--- config.mk ---
export PLATFORM = sky130hd
export DESIGN_NAME = nib_io_ports
export DESIGN_NICKNAME = d
export VERILOG_FILES = /design/src/rtl/nib_io_pkg.sv /design/src/rtl/nib_out_decode.sv /design/src/rtl/nib_out_reg.sv /design/src/rtl/nib_in_port.sv /design/src/rtl/nib_io_ports.sv
export SDC_FILE = /design/constraint.sdc
export NUM_CORES = 1
export LEC_CHECK = 0
export ABC_AREA = 0
export ABC_CLOCK_PERIOD_IN_PS = 800
export BUFFER_PORTS_ARGS = -buffer_cell sky130_fd_sc_hd__buf_2
export CAP_MARGIN = 20
export CORE_AREA = 4 4 41 43
export DETAILED_ROUTE_END_ITERATION = 10
export DIE_AREA = 0 0 45 47
export GPL_TIMING_DRIVEN = 0
export HOLD_SLACK_MARGIN = 0.1
export PLACE_DENSITY = 0.57
export SETUP_SLACK_MARGIN = 0.15
export SLEW_MARGIN = 0
export SYNTH_ARGS = -nofsm -noshare
export SYNTH_HDL_FRONTEND = slang
export SYNTH_HIERARCHICAL = 1
export SYNTH_SLANG_ARGS = --single-unit
export TNS_END_PERCENT = 5
--- constraint.sdc ---
create_clock -name clk -period 0.8 [get_ports clk]
set_input_delay 0.16 -clock clk [delete_from_list [all_inputs] [get_ports clk]]
set_output_delay 0.16 -clock clk [all_outputs]
set_load 0.005 [all_outputs]
--- src/rtl/nib_io_pkg.sv ---
package nib_io_pkg;
  localparam int NIB_W   = 4;
  localparam int NUM_OUT = 2;

  // output register index equals the port-number bit that selects it
  typedef enum int { OUT_CTRL = 0, OUT_LCD = 1 } out_idx_e;

  typedef struct packed {
    logic spk;
    logic led;
    logic en;
    logic rs;
  } ctrl_bits_t;
endpackage

--- src/rtl/nib_out_decode.sv ---
module nib_out_decode
  import nib_io_pkg::*;
#(
  parameter int PORT_W = 4
) (
  input  logic [PORT_W-1:0]  port_sel,
  input  logic               out_wr,
  output logic [NUM_OUT-1:0] load
);
  // each register answers to a single active-low select bit
  for (genvar i = 0; i < NUM_OUT; i++) begin : g_sel
    assign load[i] = out_wr & ~port_sel[i];
  end
endmodule

--- src/rtl/nib_out_reg.sv ---
module nib_out_reg #(
  parameter int W = 4
) (
  input  logic         clk,
  input  logic         rst_n,
  input  logic         load,
  input  logic [W-1:0] d,
  output logic [W-1:0] q
);
  always_ff @(posedge clk or negedge rst_n) begin
    if (!rst_n)    q <= '0;
    else if (load) q <= d;
  end
endmodule

--- src/rtl/nib_in_port.sv ---
module nib_in_port #(
  parameter int W = 4
) (
  input  logic         in_rd,
  input  logic [W-1:0] buttons_n,
  output logic [W-1:0] rd_data,
  output logic         rd_drive
);
  // no port-number input: every IN reads the buttons
  assign rd_drive = in_rd;
  assign rd_data  = in_rd ? buttons_n : '0;
endmodule

--- src/rtl/nib_io_ports.sv ---
module nib_io_ports
  import nib_io_pkg::*;
#(
  parameter int PORT_W = 4
) (
  input  logic              clk,
  input  logic              rst_n,
  input  logic [PORT_W-1:0] port_sel,
  input  logic              out_wr,
  input  logic [NIB_W-1:0]  wr_data,
  input  logic              in_rd,
  input  logic [NIB_W-1:0]  buttons_n,
  output logic [NIB_W-1:0]  rd_data,
  output logic              rd_drive,
  output logic [NIB_W-1:0]  lcd_data,
  output logic              lcd_rs,
  output logic              lcd_en,
  output logic              led,
  output logic              spk
);
  logic [NUM_OUT-1:0] load;
  logic [NIB_W-1:0]   out_q [NUM_OUT];
  ctrl_bits_t         ctrl;

  nib_out_decode #(.PORT_W(PORT_W)) u_dec (
    .port_sel(port_sel), .out_wr(out_wr), .load(load)
  );

  for (genvar i = 0; i < NUM_OUT; i++) begin : g_out
    nib_out_reg #(.W(NIB_W)) u_reg (
      .clk(clk), .rst_n(rst_n), .load(load[i]), .d(wr_data), .q(out_q[i])
    );
  end

  nib_in_port #(.W(NIB_W)) u_in (
    .in_rd(in_rd), .buttons_n(buttons_n), .rd_data(rd_data), .rd_drive(rd_drive)
  );

  assign ctrl     = ctrl_bits_t'(out_q[OUT_CTRL]);
  assign lcd_rs   = ctrl.rs;
  assign lcd_en   = ctrl.en;
  assign led      = ctrl.led;
  assign spk      = ctrl.spk;
  assign lcd_data = out_q[OUT_LCD];
endmodule

==> results by group <==
Status
  • Status: finished with violations
  • Violated checks: setup timing

Global routing
  • Largest net degree at the start of global routing: 9
  • GRT overflow: 0
  • Antenna violations before repair: 0
  • GRT Overall Usage: between 8 and 9%
  • Vias in the first global route: 281
  • Global-route wire length before repair: 1300 µm

Floorplan
  • Die Height: 47 µm
  • Core area: between 1000 and 1500 µm²
  • Die width: 45 µm
  • Std cell rows: 13
  • Die area: 2120 µm²
  • Initial cell density of the core: between 20 and 30%
  • Ports: 29

Finish
  • Final Core Density: 47.6%
  • Inserted Diodes: 0
  • Most flops, register: g_out.u_reg/q
  • Fin area: 619 µm²
  • Layout area overhead: 76.8%
  • Non-Filler Instances: 69
  • Regs by FF count: g_out.u_reg/q x8
  • Nets: 72
  • Max FFs per register: 8
  • Layout cell share with drive strength beyond 1: 83.3%

Setup path
  • Top delay family on crit path: flip-flops
  • CP Cell Sequence: buf_2
  • CP max FO: 2
  • Worst Path Buf+Inv: 1
  • CP peak stage delay: about 0.38 ns
  • Worst Path Required: 0.64 ns
  • Worst setup path class: register to output pin
  • Slowest cell on the critical path: dfrtp_1
  • Setup crit start kind: register
  • Worst setup EP type: output pin
  • Arrival @ worst endpoint: 0.75 ns

Placed design
  • Pre-CTS setup slack: -0.129 ns
  • Cell count after placement: 64
  • Gp weighted congestion: 0.609
  • Port buffer count: 26
  • Dpl cell area: 499 µm²
  • Dpl hpwl: 593 µm

Timing
  • Fmax: ~1.1 GHz
  • Final Skew: 0 ns
  • Actual slew at the worst max-slew pin: 0.179 ns
  • Max Slew Vio Count: 0
  • Relative slew slack: 88.1%
  • Tmin final: around 0.91 ns
  • RSZ-0062 raised after global routing: true
  • Final hold vios: 0
  • Final Setup Violations: 9
  • Final Worst Setup Slack: -0.111 ns
  • Final period util: 114%

Detailed routing
  • Total number of vias: 290
  • WL/cell: 12.6 µm
  • DRT antenna net count: 0
  • Starting DRT DRC Count: 1
  • Vias/cell: 4.20
  • Post-route DRC: 0
  • DRT Pass-1 Iters: 2
  • Total Wirelength: 867 µm

Logic synthesis
  • Synthesized Nets: 39
  • Synthesis Warnings: 6
  • Post-synthesis sequential area ratio: 57.1%
  • Synth Cell Area: ~350 µm²
  • Synth Area per Inst: ~15 µm²
  • Post-synthesis cell type count: 5
  • Seq cells post-synth: 8
  • Synth Instances: 23

Worst hold path
  • Hold Crit Class: primary input to register

Clock tree
  • CTS buffer count: 3
  • Clock Pin Slew Worst Setup and Hold Paths: 0.05 ns
  • Worst-skew pair later-pin latency: approximately 0.24 ns
  • CTS Sinks: 8
  • H-tree depth: 1
  • CTS tree: built
  • Root Driver: clkbuf_4
  • Clk buf depth: 2

Power
  • Power per cell area: 1710 nW/µm²
  • Leakage Power: slightly above 0.0003 µW
  • Tot Pwr: about 1100 µW
  • Peak VDD IR: between 1000 and 1500 µV

Job
  • Max Cap Violations: 0
-- kinds of logic after synthesis --
group / synth area share (%)
buffers and inverters: 2.14
flip-flops: 57.1
multiplexers: 25.7
AND/OR/NAND/NOR: 15.0
-- cell type report --
cell class,instances,area [µm²]
fill,120,682
buffer,1,11.3
timing repair buffer,28,214
multi-input combinational,14,153
tap,15,18.8
sequential,8,200
clock buffer,3,22.5
-- placed cells by master (no fill, tap or decap) --
| cell | instances |
|---|---|
| dlygate4sd3_1 | 1 |
| nor2b_4 | 2 |
| clkbuf_4 | 3 |
| buf_6 | 10 |
| and2_4 | 4 |
| buf_4 | 1 |
| buf_8 | 1 |
| buf_2 | 16 |
| mux2_2 | 8 |
| dfrtp_1 | 8 |
-- power breakdown --
group,leakage [µW],internal (µW),switching [µW]
registers,0.0000939,465,25.2
clock network,0.0000138,171,120
logic,0.000203,187,91.6
-- path summary, 6_finish.rpt --
check                                          from                  end  slack [ns]  depth (start not counted)
worst min register to register  g_out[0].u_reg/q[0]  g_out[0].u_reg/q[0]        0.50                          1
max in group asynchronous                     rst_n  g_out[0].u_reg/q[2]        0.35                          2
min in group asynchronous                     rst_n  g_out[1].u_reg/q[1]        0.29                          2
worst min-delay path                     wr_data[0]  g_out[1].u_reg/q[0]        0.16                          2
worst max register to register  g_out[1].u_reg/q[0]  g_out[1].u_reg/q[0]       -0.05                          2
worst max-delay path            g_out[1].u_reg/q[3]          lcd_data[3]       -0.11                          1
-- per-layer routing --
layer | GRT usage [%] | up-vias | share of wire, %
met3 | 2.68 | 0 | 13
met2 | 13.3 | 20 | 43
met1 | 10.8 | 128 | 43
met5 | 0 | - | 0
li1 | - | 142 | -
met4 | 7.02 | 0 | 0
-- cells in the mapped netlist --
library cell | number | area (µm²)
dfrtp_1 | 8 | 200
mux2_2 | 8 | 90.1
and2_1 | 4 | 25.0
nor2b_4 | 2 | 27.5
buf_4 | 1 | 7.51
-- metrics by stage --
step,hold slack (ns),TNS [ns]
floorplan,-0.136,0
global placement,0.00880,-0.938
detailed placement,0.00667,-0.975
CTS,0.146,-0.915
global route,0.157,-1.16
finish,0.158,-0.812
-- timing repair --
action / CTS / global route
pin swaps: 4 / 4
endpoints found under the hold margin: 8 / 0
setup buffers: 1 / 0
resized for setup: 1 / 16
setup endpoints to repair: 21 / 21
gates cloned: 0 / 0
hold buffers: 1 / 0
No activity file was read; power rests on OpenSTA's default activity.
